File: src/rtl/hold_arb_pkg.sv
// Shared types for the two-master bus hold arbiter.
// Assumes: state codes are visible at the top ports and must stay stable.
package hold_arb_pkg;
    timeunit 1ns;
    timeprecision 1ps;

    typedef enum logic [2:0] {
        ST_RESET = 3'd0,
        ST_IDLE  = 3'd1,
        ST_ADDR  = 3'd2,
        ST_DATA  = 3'd3,
        ST_REL   = 3'd4,
        ST_HOLD  = 3'd5
    } bus_st_e;

    localparam int DEF_SYNC_STAGES = 2;
    localparam int DEF_MIN_RST     = 41;
endpackage

File: src/rtl/hold_sync.sv
// Multi-stage flop synchronizer for a vector of independent single-bit
// asynchronous inputs.
// Assumes: each bit is slow enough to be sampled individually (no bus coherency).
module hold_sync #(
    parameter int WIDTH  = 1,
    parameter int STAGES = 2
) (
    input  logic             clk,
    input  logic             rst_n,
    input  logic [WIDTH-1:0] d_i,
    output logic [WIDTH-1:0] q_o
);
    timeunit 1ns;
    timeprecision 1ps;

    logic [STAGES-1:0][WIDTH-1:0] chain_q;

    // Shift the raw inputs through the flop chain.
    always_ff @(posedge clk) begin
        if (!rst_n) begin
            chain_q <= '0;
        end else begin
            chain_q[0] <= d_i;
            for (int i = 1; i < STAGES; i++) begin
                chain_q[i] <= chain_q[i-1];
            end
        end
    end

    assign q_o = chain_q[STAGES-1];
endmodule

File: src/rtl/rst_qualify.sv
// Reset qualifier: measures how long the synchronized system reset is held.
// It releases the block only after a pulse of at least MIN_CYCLES, and it
// latches the role strap while reset is active.
// Assumes: rst_req_i is already synchronized; init_pin_i is a static strap.
module rst_qualify #(
    parameter int MIN_CYCLES = 41
) (
    input  logic clk,
    input  logic rst_n,
    input  logic rst_req_i,
    input  logic init_pin_i,
    output logic run_o,
    output logic primary_o,
    output logic short_o
);
    timeunit 1ns;
    timeprecision 1ps;

    localparam int CW = $clog2(MIN_CYCLES + 1);
    localparam logic [CW-1:0] CNT_MAX = CW'(MIN_CYCLES);

    logic [CW-1:0] cnt_q;
    logic          run_q;
    logic          role_q;
    logic          short_q;

    // Count reset length, sample strap, and decide at the falling edge.
    always_ff @(posedge clk) begin
        if (!rst_n) begin
            cnt_q   <= '0;
            run_q   <= 1'b0;
            role_q  <= 1'b0;
            short_q <= 1'b0;
        end else if (rst_req_i) begin
            run_q  <= 1'b0;
            role_q <= init_pin_i;
            if (cnt_q != CNT_MAX) begin
                cnt_q <= cnt_q + 1'b1;
            end
        end else if (cnt_q != '0) begin
            cnt_q <= '0;
            if (cnt_q == CNT_MAX) begin
                run_q   <= 1'b1;
                short_q <= 1'b0;
            end else begin
                short_q <= 1'b1;
            end
        end
    end

    assign run_o     = run_q;
    assign primary_o = role_q;
    assign short_o   = short_q;

    // operation starts only after a counted pulse reached the minimum.
    assert_qualified_length_R2: assert property (@(posedge clk) disable iff (!rst_n)
        $rose(run_q) |-> ($past(cnt_q) == CNT_MAX))
        else $error("released after a short reset");

    // the role cannot change while the block is running.
    assert_role_frozen_R3: assert property (@(posedge clk) disable iff (!rst_n)
        (run_q && $past(run_q)) |-> $stable(role_q))
        else $error("role changed during operation");

    // a short pulse never lets the block run.
    assert_short_held_R2: assert property (@(posedge clk) disable iff (!rst_n)
        $rose(short_q) |-> !run_q)
        else $error("running after a rejected reset");
endmodule

File: src/rtl/hold_fsm.sv
// Bus ownership state machine for both arbitration roles.
// Primary: owns the bus and yields it to a hold request at a transfer boundary.
// Secondary: requests the bus, waits for the grant and returns it when idle.
// Driver enable drops one full cycle (release state) before the bus is handed over.
// Assumes: hold_i is synchronized; xfer_req_i is held until xfer_start_o.
module hold_fsm
    import hold_arb_pkg::*;
(
    input  logic    clk,
    input  logic    rst_n,
    input  logic    run_i,
    input  logic    primary_i,
    input  logic    hold_i,
    input  logic    xfer_req_i,
    input  logic    xfer_done_i,
    output bus_st_e state_o,
    output logic    arb_out_o,
    output logic    drv_oe_o,
    output logic    xfer_start_o
);
    timeunit 1ns;
    timeprecision 1ps;

    bus_st_e state_q;
    bus_st_e state_d;
    logic    req_q;

    // Next-state selection for both roles.
    always_comb begin
        state_d = state_q;
        if (!run_i) begin
            state_d = ST_RESET;
        end else begin
            unique case (state_q)
                ST_RESET: state_d = primary_i ? ST_IDLE : ST_HOLD;
                ST_IDLE: begin
                    if (!primary_i || hold_i) state_d = ST_REL;
                    else if (xfer_req_i)      state_d = ST_ADDR;
                end
                ST_ADDR: state_d = ST_DATA;
                ST_DATA: begin
                    if (xfer_done_i) begin
                        if (primary_i && hold_i) state_d = ST_REL;
                        else if (xfer_req_i)     state_d = ST_ADDR;
                        else if (primary_i)      state_d = ST_IDLE;
                        else                     state_d = ST_REL;
                    end
                end
                ST_REL: state_d = ST_HOLD;
                ST_HOLD: begin
                    if (primary_i) begin
                        if (!hold_i) state_d = xfer_req_i ? ST_ADDR : ST_IDLE;
                    end else if (req_q && hold_i) begin
                        state_d = ST_ADDR;
                    end
                end
                default: state_d = ST_RESET;
            endcase
        end
    end

    // State register.
    always_ff @(posedge clk) begin
        if (!rst_n) state_q <= ST_RESET;
        else        state_q <= state_d;
    end

    // Secondary-role request: raise on pending work, drop once released.
    always_ff @(posedge clk) begin
        if (!rst_n || !run_i) begin
            req_q <= 1'b0;
        end else if (state_q == ST_REL) begin
            req_q <= 1'b0;
        end else if (!primary_i && state_q == ST_HOLD && xfer_req_i && !hold_i) begin
            req_q <= 1'b1;
        end
    end

    assign state_o      = state_q;
    assign drv_oe_o     = (state_q == ST_IDLE) || (state_q == ST_ADDR) || (state_q == ST_DATA);
    assign xfer_start_o = (state_q == ST_ADDR);
    assign arb_out_o    = primary_i ? (state_q == ST_HOLD) : req_q;

    // acknowledge rises only after a cycle with drivers off.
    assert_oe_off_before_ack_R8: assert property (@(posedge clk) disable iff (!rst_n)
        (primary_i && $rose(arb_out_o)) |-> !$past(drv_oe_o))
        else $error("acknowledge without prior driver release");

    // never drive and acknowledge together.
    assert_no_overlap_R8: assert property (@(posedge clk) disable iff (!rst_n)
        !(primary_i && arb_out_o && drv_oe_o))
        else $error("driver enable overlaps acknowledge");

    // a transfer in progress is not cut short.
    assert_transfer_completes_R5: assert property (@(posedge clk) disable iff (!rst_n)
        (run_i && state_q == ST_DATA && !xfer_done_i) |=> (state_q == ST_DATA || !run_i))
        else $error("transfer abandoned before done");

    // start strobe lasts one cycle.
    assert_start_pulse_R9: assert property (@(posedge clk) disable iff (!rst_n)
        xfer_start_o |=> !xfer_start_o)
        else $error("start strobe longer than one cycle");

    // dropping hold leaves the hold state next cycle.
    assert_hold_exit_R6: assert property (@(posedge clk) disable iff (!rst_n)
        (run_i && primary_i && state_q == ST_HOLD && !hold_i)
        |=> (!run_i || state_q == ST_IDLE || state_q == ST_ADDR))
        else $error("hold not left after request dropped");

    // secondary request persists while waiting for the grant.
    assert_req_held_R7: assert property (@(posedge clk) disable iff (!rst_n)
        (run_i && !primary_i && arb_out_o && state_q == ST_HOLD) |=> (arb_out_o || !run_i))
        else $error("request withdrawn before grant");
endmodule

File: src/rtl/bus_hold_arbiter.sv
// Top of the two-master bus hold arbiter: synchronizes the asynchronous
// inputs, qualifies the system reset, and runs the ownership state machine.
// Assumes: one clock domain; arb_in_i and sys_rst_i may be asynchronous.
module bus_hold_arbiter
    import hold_arb_pkg::*;
#(
    parameter int SYNC_STAGES    = DEF_SYNC_STAGES,
    parameter int MIN_RST_CYCLES = DEF_MIN_RST
) (
    input  logic       clk,
    input  logic       rst_n,
    input  logic       sys_rst_i,
    input  logic       init_sel_i,
    input  logic       arb_in_i,
    input  logic       xfer_req_i,
    input  logic       xfer_done_i,
    output logic       arb_out_o,
    output logic       drv_oe_o,
    output logic       xfer_start_o,
    output logic [2:0] bus_state_o,
    output logic       role_primary_o,
    output logic       rst_short_o
);
    timeunit 1ns;
    timeprecision 1ps;

    logic    rst_req_s;
    logic    hold_s;
    logic    run;
    logic    primary;
    bus_st_e state;

    hold_sync #(
        .WIDTH  (2),
        .STAGES (SYNC_STAGES)
    ) u_sync (
        .clk   (clk),
        .rst_n (rst_n),
        .d_i   ({sys_rst_i, arb_in_i}),
        .q_o   ({rst_req_s, hold_s})
    );

    rst_qualify #(
        .MIN_CYCLES (MIN_RST_CYCLES)
    ) u_rstq (
        .clk        (clk),
        .rst_n      (rst_n),
        .rst_req_i  (rst_req_s),
        .init_pin_i (init_sel_i),
        .run_o      (run),
        .primary_o  (primary),
        .short_o    (rst_short_o)
    );

    hold_fsm u_fsm (
        .clk          (clk),
        .rst_n        (rst_n),
        .run_i        (run),
        .primary_i    (primary),
        .hold_i       (hold_s),
        .xfer_req_i   (xfer_req_i),
        .xfer_done_i  (xfer_done_i),
        .state_o      (state),
        .arb_out_o    (arb_out_o),
        .drv_oe_o     (drv_oe_o),
        .xfer_start_o (xfer_start_o)
    );

    assign bus_state_o    = 3'(state);
    assign role_primary_o = primary;

    // a block held in reset stays off the bus and quiet, one cycle after hold-in.
    assert_quiet_in_reset_R1: assert property (@(posedge clk) disable iff (!rst_n)
        (!run && !$past(run)) |-> (!drv_oe_o && !arb_out_o && !xfer_start_o))
        else $error("outputs active while held in reset");
endmodule

File: config.mk
export PLATFORM = sky130hd
export DESIGN_NAME = bus_hold_arbiter
export DESIGN_NICKNAME = d
export VERILOG_FILES = /design/src/rtl/hold_arb_pkg.sv /design/src/rtl/hold_sync.sv /design/src/rtl/rst_qualify.sv /design/src/rtl/hold_fsm.sv /design/src/rtl/bus_hold_arbiter.sv
export SDC_FILE = /design/constraint.sdc
export NUM_CORES = 1
export LEC_CHECK = 0
export BUFFER_PORTS_ARGS = -buffer_cell sky130_fd_sc_hd__buf_2
export CAP_MARGIN = 40
export CORE_MARGIN = 3
export CORE_UTILIZATION = 35
export DETAILED_ROUTE_END_ITERATION = 8
export PLACE_DENSITY = 0.62
export SLEW_MARGIN = 20
export SYNTH_ARGS = -nofsm -noshare
export SYNTH_HDL_FRONTEND = slang
export SYNTH_SLANG_ARGS = --single-unit
File: constraint.sdc
create_clock -name clk -period 2.7 [get_ports clk]
set_input_delay 0.54 -clock clk [delete_from_list [all_inputs] [get_ports clk]]
set_output_delay 0.54 -clock clk [all_outputs]
set_load 0.1 [all_outputs]
# [Word level (Yosys, flattened, before mapping)]
# Cells that the tools add are included.
[op_classes] add_sub_neg=1 eq_ne=12 n_mux=17 bitwise_logic=2 reduce_logical=23
[op_table] operator="3-bit two-way mux" count=10
[op_table] operator="6-bit two-way mux" count=3
[op_table] operator="3-bit case mux with 6 select lines" count=1
[op_table] operator="2-bit AND reduction" count=4
[op_table] operator="6-bit by 1-bit adder with 6-bit output (second input constant)" count=1
[op_table] operator="3-bit by 2-bit == test with 1-bit output (second input constant)" count=2
[op_table] operator="3-bit == test (second input constant)" count=2
[op_table] operator="6-bit == test (second input constant)" count=1
[op_table] operator="3-bit by 2-bit != test with 1-bit output (second input constant)" count=2
[op_table] operator="6-bit != test (second input constant)" count=1
[op_table] operator="6-bit nonzero test" count=1
[op_table] operator="1-bit logical AND" count=5
[op_table] operator="1-bit logical NOT" count=4
[op_table] operator="1-bit logical OR" count=4
[op_table] operator="4-bit AND reduction" count=1
[op_table] operator="2-bit OR reduction" count=2
[op_table] operator="3-bit by 1-bit == test with 1-bit output (second input constant)" count=1
[op_table] operator="3-bit logical NOT" count=1
[op_table] operator="3-bit != test (second input constant)" count=1
[op_table] operator="1-bit two-way mux" count=2
[op_table] operator="2-bit two-way mux" count=1
[op_table] operator="2-bit by 1-bit != test with 1-bit output (second input constant)" count=1
[op_table] operator="2-bit != test (second input constant)" count=1
[op_table] operator="1-bit NOT" count=2
[op_table] operator="2-bit nonzero test" count=1
[totals] register_bits=17 in_bits=7 out_inout_bits=8 elab_cells=63

# [Logic depth before layout (Yosys ltp)]
# Gate-level depths: netlist of run 1.
[logic_depth] depth_word=5 depth_mapped=5 mapped_depth_nobuf=5

# [Cells and area by module]
# A second synthesis of run 1 with hierarchy kept.
[unflattened] hier_cells=106 area_unflattened_um2=982.2
[modules_own_cells] module="rst_qualify" instances=1 cells_each=51 area_per_inst_um2=488.0 seq_area_each_um2=180.2
[modules_own_cells] module="hold_fsm" instances=1 cells_each=45 area_per_inst_um2=374.1 seq_area_each_um2=80.1
[modules_own_cells] module="hold_sync" instances=1 cells_each=10 area_per_inst_um2=120.1 seq_area_each_um2=80.1

# [Worst setup path after synthesis of run 1]
# OpenSTA, ideal clock, no wires.
[synth_timing] path_type="register to output" start="reg u_fsm.state_q[1], in the netlist u_fsm.state_o[1]" end="out xfer_start_o" t_arrival_ns=2.513 t_required_ns=2.160 slack_ns=-0.353 path_stages_with_launch=4 n_path_buf=1 cell_sequence="dfxtp_1 buf_6 nand2b_1 nor2_1"
[synth_via] elab_chain_cells=1
[synth_rtl] item="start: declaration" line_no="hold_fsm.sv:24" rtl="bus_st_e state_q;"
[synth_rtl] item="start signal: assignment" line_no="hold_fsm.sv:65" rtl="else state_q <= state_d;"
[synth_rtl] item="3-bit by 2-bit == test with 1-bit output" line_no="hold_fsm.sv:81" rtl="assign xfer_start_o = (state_q == ST_ADDR);"
[synth_rtl] item="end: declaration" line_no="bus_hold_arbiter.sv:19" rtl="output logic xfer_start_o,"
# No other way between the ends.

# [Worst setup path after layout of run 1]
[layout_timing] start="reg u_fsm.state_q[2], in the netlist u_fsm.state_o[2]" end="out arb_out_o"
[layout_via] elab_chain_cells=2
[layout_rtl] item="3-bit == test" line_no="hold_fsm.sv:82" rtl="assign arb_out_o = primary_i ? (state_q == ST_HOLD) : req_q;"
[layout_rtl] item="1-bit two-way mux" line_no="hold_fsm.sv:82"
[layout_rtl] item="end: declaration" line_no="bus_hold_arbiter.sv:17" rtl="output logic arb_out_o,"
# No other way between the ends.

==> results by group, run 1 <==
CTS
  • Clock slew at reported path FFs: 0.11 ns
  • CTS root buffer: clkbuf_4
  • TritonCTS buffer count: 3
  • # clock sinks: 17
  • CTS HTree Levels: 1
  • Post-CTS setup repair buffer count: 0
  • Worst-Skew Late Latency: 0.30 ns
  • # resized after CTS: 0
  • Hold-fix buffers, CTS: 0
  • CTS tree: built
  • Clock buffer depth: 2

Global routing
  • Largest net degree at the start of global routing: 14
  • Initial antenna violation count: 0
  • Congestion Overflow GR: 0
  • GRT Util Overall: about an eighth
  • Vias in the first global route: 700
  • First-pass GRT wire length: approximately 3.2 mm

Pwr
  • Clk pwr share: between 30% and 40%
  • Total internal power: between 300 and 400 uW
  • Net Sw Frac: a little over a quarter
  • Power Density: around 430 nW/um^2
  • P_leak: about 0.00038 uW
  • Worst IR Drop VDD: approximately 0.38 mV
  • Power, Total: 444 uW
  • Sequential power share: between 50% and 60%
  • Gate power share: just over 8%
  • Sw power: 118 uW

Floorplan
  • Boundary Pins: 15
  • Num rows: 18
  • DIE AREA: 3310 um^2
  • Die W: ~58 um
  • Initial Utilization: between 30 and 40%
  • Core Area: 2500 um^2
  • Die extent in y: approximately 58 um

Placed design
  • Pre-CTS setup slack: between 0.7 and 0.8 ns
  • Count of buffers from port buffering: 14
  • Post-DP HPWL: around 1.3 mm
  • Final Wtd Congestion: ~0.75

Synth
  • Post-synth top area cell: dfxtp_1
  • Cell Area, Synth: between 900 and 1000 um^2
  • Post-synthesis sequential area ratio: between 30% and 40%
  • Synth Warn #: 0
  • Syn Nets: approximately 110
  • Mean post-synth cell area: ~9 um^2
  • Synth top area share: a little over a third
  • Cell variety after synth: 35
  • Post-Syn Instances: 104
  • Register bit count reported by yosys: 17
  • Top post-synthesis cells by area: dfxtp_1 37%, nor2_1 4.4%, ha_1 4.0%

STA
  • Final Worst Setup Slack: roughly 0.44 ns
  • Max-slew headroom: about two thirds
  • Setup violators final: 0
  • Unrepaired setup endpoints after global routing: false
  • Achievable clock frequency: around 440 MHz
  • Post-layout min period: about 2.3 ns
  • Setup TNS: 0 ns
  • Least-Margin Pin Slew: just under 0.5 ns
  • Worst clock skew: about 0.0035 ns
  • Final hold vios: 0
  • Tcrit/Tclk final: a little over four fifths
  • Final hold slack: between 0.4 and 0.5 ns
  • Final Slew Violations: 0

Detailed routing
  • DRC: 0
  • Drt first pass iters: 4
  • WL/cell: between 10 and 15 um
  • Vias per cell: approximately 5.2
  • Vias: 758
  • Routed WL: 1.79 mm
  • 1st-iter DRT viols: 12
  • Detail Route Antenna Nets: 0

Setup path
  • CP arrival: 1.72 ns
  • Worst path required time: around 2.2 ns
  • CP Max Fanout: 11
  • Critical path's slowest cell: dfxtp_1
  • Type of the worst setup path: reg2out
  • Element type at the critical path end: output port
  • Crit start category: flop
  • Worst path max stage delay: 0.55 ns
  • Cell Chain, Critical Path: nor2b_2 > a31o_2 > buf_2

Finish
  • Fraction of layout cells with a size suffix above 1: about 24%
  • Nets: between 100 and 150
  • P&R area growth vs syn: 10.9%
  • N_diodes: 0

Outcome
  • Status: complete, no violations

Min path
  • Worst Hold Class: in2reg

Job
  • Max_cap viols: 0
## power by group through the flow
stage          sequential, uW  combinational [uW]  clock [uW]
6_report                  262                35.8         146
5_1_grt                   263                39.7         165
4_1_cts                   262                36.2         156
3_5_place_dp              268                36.0           0
3_3_place_gp              267                35.0           0
2_1_floorplan             275                18.4           0
## final cells by class
type,count,area [um^2]
Clock buffer,3,22.5
Clock inverter,1,7.51
Fill cell,259,1470
Sequential cell,17,340
Inverter,4,15.0
Tap cell,30,37.5
Multi-Input combinational cell,77,539
Timing Repair Buffer,14,70.1
## path summary, 6_finish.rpt
check	from	end	slack, ns	cells past startpoint
hold reg to reg	u_sync.chain_q[1]	u_sync.q_o[1]	0.45	1
setup reg to reg	u_fsm.state_o[2]	u_fsm.state_o[1]	1.26	4
hold / removal	sys_rst_i	u_sync.chain_q[1]	0.44	2
setup / recovery	u_fsm.state_o[2]	arb_out_o	0.44	3
## registers in the layout (all words and copies together), names as in the netlist
register and flops:
u_fsm.req_q 1, u_sync.q_o 2, u_rstq.cnt_q 6, u_rstq.primary_o 1, u_rstq.run_o 1, u_fsm.state_o 3, u_sync.chain_q 2, u_rstq.short_o 1
## layer usage
| metal | share of wire [%] | GRT usage (%) | routed length (um) | up-vias |
|---|---|---|---|---|
| met5 | 0 | 0 | 0 | - |
| met1 | 48 | 15.2 | 854 | 351 |
| met2 | 46 | 20.2 | 830 | 14 |
| met4 | 1.0 | 3.97 | 18 | 0 |
| li1 | - | - | - | 389 |
| met3 | 4.9 | 4.07 | 88 | 4 |
## kinds of logic after synthesis
family | count (synthesis) | share of synthesized area (%)
buffers and inverters | 10 | 6.05
and+or+nand+nor | 45 | 29.3
xor gates and xnor gates | 4 | 3.76
DFF | 17 | 36.6
muxes | 3 | 3.23
AOI/OAI and AO/OA | 22 | 17.1
adders and majority gates | 3 | 4.03
## placed cells by master (no fill, tap or decap), types with 4 or more instances in the layout
cell | synthesis | routed
nand3_1 | 5 | 5
dfxtp_1 | 17 | 17
o211ai_1 | 5 | 5
nand2b_1 | 4 | 4
and2_1 | 5 | 5
nor2_1 | 11 | 9
nor2b_1 | 6 | 6
nand2_1 | 5 | 5
inv_1 | 4 | 4
buf_2 | 3 | 14
## metrics by stage
stage | instance area (um^2) | instances | utilization (%)
final | 1030 | 146 | 41.3
after CTS | 1030 | 146 | 41.3
after global routing | 1030 | 146 | 41.3
after floorplan | 936 | 104 | -
after detailed placement | 1000 | 142 | 40.1
after global placement | 1000 | 142 | 40.1
## Yosys cell counts, drive strengths merged
| master | instances |
|---|---|
| ha | 3 |
| nor4b | 2 |
| a22o | 1 |
| inv | 4 |
| o211ai | 5 |
| o21a | 1 |
| dfxtp | 17 |
| o21ai | 2 |
| clkbuf | 1 |
| nor2 | 12 |
| mux2i | 3 |
| nand4 | 1 |
| a21boi | 2 |
| xor2 | 2 |
| and4 | 1 |
| o2111ai | 1 |
| xnor2 | 2 |
| a221oi | 1 |
| nor2b | 8 |
| a211oi | 1 |
| nand3 | 5 |
| nand2b | 4 |
| and2 | 5 |
| a31o | 1 |
| o22ai | 1 |
| nand3b | 1 |
| buf | 5 |
| nor3b | 1 |
| nand2 | 5 |
| a21oi | 3 |
| a31oi | 3 |
## critical path: cells and delay by family (launching register included)
| family | cells | cell delay [ns] |
|---|---|---|
| AOI/OAI and AO/OA | 1 | 0.17 |
| buffers and inverters | 1 | 0.41 |
| and+or+nand+nor | 1 | 0.28 |
| DFF | 1 | 0.55 |
No activity file was read; power rests on OpenSTA's default activity.
==> inputs of run 2 (changes only) <==
--- a/config.mk
+++ b/config.mk
@@ -10,7 +10,7 @@
 export CORE_MARGIN = 3
 export CORE_UTILIZATION = 35
 export DETAILED_ROUTE_END_ITERATION = 8
-export PLACE_DENSITY = 0.62
+export PLACE_DENSITY = 0.64
 export SLEW_MARGIN = 20
 export SYNTH_ARGS = -nofsm -noshare
 export SYNTH_HDL_FRONTEND = slang
==> constraint.sdc (replaced) <==
create_clock -name clk -period 1.85 [get_ports clk]
set_input_delay 0.37 -clock clk [delete_from_list [all_inputs] [get_ports clk]]
set_output_delay 0.37 -clock clk [all_outputs]
set_load 0.1 [all_outputs]
==> run 2 against run 1 <==
Clock power increased by 31%. Die area unchanged. Critical path depth unchanged. Sequential power increased by 45%. Via count decreased by 0.26%. Non-clock buffer count unchanged. Highest routed layer unchanged. Largest cell class unchanged. Largest power group unchanged. Clock-buffer cell count unchanged. Combinational power increased by 44%.
==> results by group, run 2 (synthesis gave the netlist of run 1 again) <==
Finish
  • Max FFs per register: 6
  • Most flop-heavy register: u_rstq.cnt_q
  • Nets: approximately 130
  • Most frequent cells in the layout: 13 x dfxtp_1, 11 x buf_2, 9 x nor2_1
  • Commonest non-fill, non-tap cell in the layout: dfxtp_1
  • Fillers: 255
  • Fraction of layout cells with a size suffix above 1: approximately 28%
  • N_diodes: 0
  • P&R area growth vs syn: 15.6%
  • Cell area after layout: roughly 1100 um^2

CTS
  • CTS root buffer: clkbuf_4
  • TritonCTS buffer count: 3
  • Worst-Skew Late Latency: 0.28 ns
  • Post-CTS setup repair buffer count: 0
  • CTS tree: built
  • Hold-fix buffers, CTS: 0
  • Clock slew at reported path FFs: ~0.09 ns
  • CTS HTree Levels: 1
  • # clock sinks: 17
  • Clock buffer depth: 2

Detailed routing
  • Vias: approximately 760
  • Routed WL: roughly 1.7 mm
  • Vias per cell: 5.18
  • WL/cell: 11.8 um
  • 1st-iter DRT viols: 19
  • Drt first pass iters: 4
  • Detail Route Antenna Nets: 0
  • DRC: 0

STA
  • Setup TNS: 0 ns
  • Final hold vios: 0
  • Worst clock skew: about 0.0041 ns
  • Setup violators final: 0
  • Post-layout min period: 1.68 ns
  • Final Slew Violations: 0
  • Tcrit/Tclk final: between 90% and 100%
  • Max-slew headroom: around two thirds
  • Least-Margin Pin Slew: between 0.4 and 0.5 ns
  • Achievable clock frequency: just under 600 MHz
  • Unrepaired setup endpoints after global routing: false

Setup path
  • Cell Chain, Critical Path: nor2b_2 > a31o_4 > buf_12
  • Worst path max stage delay: between 0.4 and 0.5 ns
  • CP arrival: approximately 1.3 ns
  • CP Max Fanout: 11
  • Type of the worst setup path: reg2out
  • Critical path's slowest cell: dfxtp_4
  • Worst path required time: 1.48 ns
  • Crit start category: flop
  • Element type at the critical path end: output port

Placed design
  • Final Wtd Congestion: around 0.80
  • Post-DP HPWL: roughly 1.3 mm
  • Count of buffers from port buffering: 14
  • Dpl cell area: approximately 1000 um^2

Pwr
  • Power, Total: between 600 and 700 uW
  • Power Density: just under 600 nW/um^2
  • Worst IR Drop VDD: between 0.5 and 0.6 mV
  • P_leak: ~0.00039 uW

Global routing
  • First-pass GRT wire length: 3.24 mm
  • Largest net degree at the start of global routing: 14
  • Vias in the first global route: around 770
  • Congestion Overflow GR: 0
  • GRT Util Overall: roughly 12%
  • Initial antenna violation count: 0

Floorplan
  • Num rows: 18
  • Core Area: around 2500 um^2
  • Die extent in y: 57.6 um
  • Boundary Pins: 15
  • DIE AREA: 3310 um^2
  • Initial Utilization: a little under two fifths
  • Die W: approximately 58 um

Outcome
  • Status: complete, no violations

Job
  • Max_cap viols: 0

Min path
  • Worst Hold Class: in2reg
run 2: cell count changes in the layout (fill, tap and decap cells not counted), moves of 2 or more:
cell      previous run  this run
nor2_4               0         2
buf_2               14        11
nor2_2               3         1
dfxtp_2              0         3
clkbuf_4             3         5
dfxtp_1             17        13
run 2: layout make-up:
type | count | area [um^2] | share of cell area [%]
multi-input combinational | 77 | 558 | 51.9
sequential | 17 | 348 | 32.3
timing repair buffer | 14 | 90.1 | 8.37
tap | 30 | 37.5 | 3.49
clock buffer | 3 | 22.5 | 2.09
inverter | 4 | 15.0 | 1.40
clock inverter | 1 | 5.00 | 0.465
run 2: per-stage QoR:
stage               hold slack, ns  setup WS, ns  instances  utilization, %
finish                       0.292         0.165        146            43.0
global route                 0.292        0.0721        146            43.0
detailed placement           0.423         0.383        142            41.7
global placement             0.416         0.413        142            41.7
floorplan                    0.412        0.0391        104               -
CTS                          0.279        0.0561        146            42.8
run 2: final timing paths:
path	cells past startpoint	start	end	slack (ns)
max	3	u_fsm.state_o[2]	arb_out_o	0.17
min reg2reg	1	u_sync.chain_q[0]	u_sync.q_o[0]	0.44
min	2	arb_in_i	u_sync.chain_q[0]	0.29
max reg2reg	5	u_rstq.cnt_q[0]	u_rstq.short_o	0.53
run 2: critical path, delay by kind of cell (launching register included):
kind	cells	cell delay [ns]
simple gates	1	0.25
compound gates	1	0.19
flops	1	0.43
buf+inv	1	0.17
run 2: timing repair:
item	CTS	global route
resized for setup	0	2
endpoints found under the setup margin	0	2
hold endpoints to repair	0	0
run 2: power by group:
group	total [uW]	switching, uW	leakage, uW	internal (uW)
clock	191	111	0.0000177	80.2
combinational	51.7	32.1	0.000228	19.6
sequential	381	8.90	0.000140	372
total	623	152	0.000387	472
run 2: metal layers:
metal  share of wire [%]  up-vias  track usage (%)
met5                   0        -                0
met4                0.58        0             6.29
met3                 5.5        2             2.26
met2                  46       17             20.5
met1                  48      350             14.8
li1                    -      387                -
==> inputs of run 3 (changes only) <==
==> constraint.sdc (replaced) <==
create_clock -name clk -period 1.4 [get_ports clk]
set_input_delay 0.28 -clock clk [delete_from_list [all_inputs] [get_ports clk]]
set_output_delay 0.28 -clock clk [all_outputs]
set_load 0.1 [all_outputs]
==> run 3 against run 2 <==
The run now ends with negative setup slack left. Non-clock buffer count rose by 10. Global-route usage rose by 1.4 points. Critical path type unchanged. Register-to-register slack got worse by 0.44 ns. Sequential power rose by 30%. Largest cell class unchanged. Combinational power rose by 51%. Highest routed layer unchanged. Core utilization rose by 7.5 points. Largest power group unchanged. Design area rose by 17%. Clock skew fell by 0.0014 ns. Clock-buffer cell count rose by 1.
==> results by group, run 3 (synthesis gave the netlist of run 1 again) <==
Outcome
  • Status: complete, but fails checks
  • Violated checks: negative setup slack

Min path
  • Hold Path End: u_sync.chain_q[0]
  • Hold_sp: arb_in_i
  • Worst Hold Class: in2reg
  • Hold Path Depth: 2

Global routing
  • Largest net degree at the start of global routing: 13
  • First-pass GRT wire length: ~3.5 mm
  • Initial antenna violation count: 0
  • Congestion Overflow GR: 0
  • GRT Util Overall: between 10% and 20%
  • Vias in the first global route: slightly above 800

CTS
  • Clock buffer depth: 2
  • TritonCTS buffer count: 3
  • CTS HTree Levels: 1
  • # clock sinks: 17
  • CTS tree: built
  • CTS root buffer: clkbuf_4
  • Hold-fix buffers, CTS: 0
  • Clock slew at reported path FFs: approximately 0.1 ns
  • Worst-Skew Late Latency: between 0.2 and 0.3 ns

Pwr
  • Sw power: approximately 210 uW
  • Worst IR Drop VDD: 0.621 mV
  • Gate power share: under 10%
  • Net Sw Frac: 25.4%
  • Power Density: 668 nW/um^2
  • Sequential power share: 58.9%
  • P_leak: 0.000458 uW
  • Total internal power: 628 uW
  • Clk pwr share: between 30% and 40%
  • Power, Total: approximately 840 uW

Setup path
  • Cell Chain, Critical Path: nor2b_4 > a31o_4 > buf_12
  • Crit start category: flop
  • FF-to-FF End: u_fsm.state_o[2]
  • Reg2Reg Setup Slack: approximately 0.09 ns
  • Type of the worst setup path: reg2out
  • Crit path max-delay family: flip-flops
  • CP Max Fanout: 5
  • Worst path required time: ~1.1 ns
  • CP bufs+invs: 1
  • Worst Reg-to-Reg Cells: 5
  • Critical path's slowest cell: dfxtp_4
  • CP arrival: around 1.2 ns
  • Worst path max stage delay: 0.37 ns
  • R2R Path Start: u_fsm.state_o[1]
  • Element type at the critical path end: output port

STA
  • Unrepaired setup endpoints after global routing: true
  • Max-slew headroom: 68.0%
  • Setup violators final: 1
  • Post-layout min period: 1.46 ns
  • Final Worst Setup Slack: -0.0564 ns
  • Final Slew Violations: 0
  • Final hold vios: 0
  • Tcrit/Tclk final: 104%
  • Least-Margin Pin Slew: just under 0.5 ns
  • Final hold slack: between 0.15 and 0.2 ns
  • Worst clock skew: 0.00274 ns
  • Achievable clock frequency: 687 MHz

Floorplan
  • Boundary Pins: 15
  • Die W: approximately 58 um
  • Num rows: 18
  • Initial Utilization: between 30% and 40%
  • Core Area: around 2500 um^2
  • DIE AREA: 3310 um^2
  • Die extent in y: between 50 and 60 um

Detailed routing
  • Detail Route Antenna Nets: 0
  • Routed WL: between 1.5 and 2 mm
  • WL/cell: ~13 um
  • DRC: 0
  • 1st-iter DRT viols: 18
  • Vias: 831
  • Drt first pass iters: 4
  • Vias per cell: between 5 and 6

Placed design
  • Count of buffers from port buffering: 14
  • Final Wtd Congestion: 0.810
  • Post-DP HPWL: around 1.3 mm

Job
  • Max_cap viols: 0

Finish
  • P&R area growth vs syn: 35.6%
  • Multi-input combinational cell area: between 500 and 600 um^2
  • FF+latch area: 355 um^2
  • Most frequent cells in the layout: 13 x dfxtp_1, 10 x buf_4, 8 x nor2_1
  • Max FFs per register: 6
  • Commonest non-fill, non-tap cell in the layout: dfxtp_1
  • Fraction of layout cells with a size suffix above 1: 34.1%
  • Fillers: 222
  • N_diodes: 0
  • Most flop-heavy register: u_rstq.cnt_q
  • Nets: around 140
-- run 3: repair_timing --
item,4_1_cts,5_1_grt
buffers inserted,9,1
resized for setup,0,0
pin swaps,1,2
setup endpoints to repair,3,3
-- run 3: routing by layer --
layer  global-route usage, %  wire length (um)
met5                       0                 0
met4                    7.95                41
met3                    3.17               102
met2                    21.9               971
met1                    16.5               883
-- run 3: area by class of cell --
class                           instances  area share, %
Clock buffer                            4           2.08
Inverter                                4           1.19
Multi-Input combinational cell         77           45.8
Sequential cell                        17           28.1
Tap cell                               30           2.97
Timing Repair Buffer                   24           19.8
-- run 3: worst max-delay path by stage --
stage | from | end | slack, ns | depth (start not counted)
finish | u_fsm.state_o[2] | arb_out_o | -0.06 | 3
global route | u_fsm.state_o[2] | arb_out_o | -0.09 | 3
CTS | u_fsm.state_o[2] | arb_out_o | -0.05 | 3
detailed placement | u_rstq.cnt_q[0] | u_rstq.short_o | 0.14 | 5
global placement | u_fsm.state_o[2] | arb_out_o | 0.17 | 3
floorplan | u_fsm.state_o[1] | xfer_start_o | -0.15 | 3
-- run 3: power groups by stage --
| stage | sequential (uW) | combinational (uW) | clock (uW) |
|---|---|---|---|
| 5_1_grt | 498 | 85.7 | 297 |
| 3_3_place_gp | 509 | 70.3 | 0 |
| 3_5_place_dp | 510 | 72.8 | 0 |
| 6_report | 496 | 78.1 | 269 |
| 2_1_floorplan | 523 | 35.6 | 0 |
| 4_1_cts | 496 | 78.5 | 263 |
-- run 3: per-stage QoR --
step	cells	cell area [um^2]	utilization, %	worst slack [ns]	setup TNS [ns]
2_1_floorplan	104	1000	-	-0.148	-0.388
3_3_place_gp	142	1160	46.4	0.172	0
3_5_place_dp	142	1160	46.4	0.145	0
4_1_cts	155	1250	50.2	-0.0508	-0.0508
5_1_grt	156	1260	50.5	-0.0853	-0.0947
6_report	156	1260	50.5	-0.0564	-0.0564
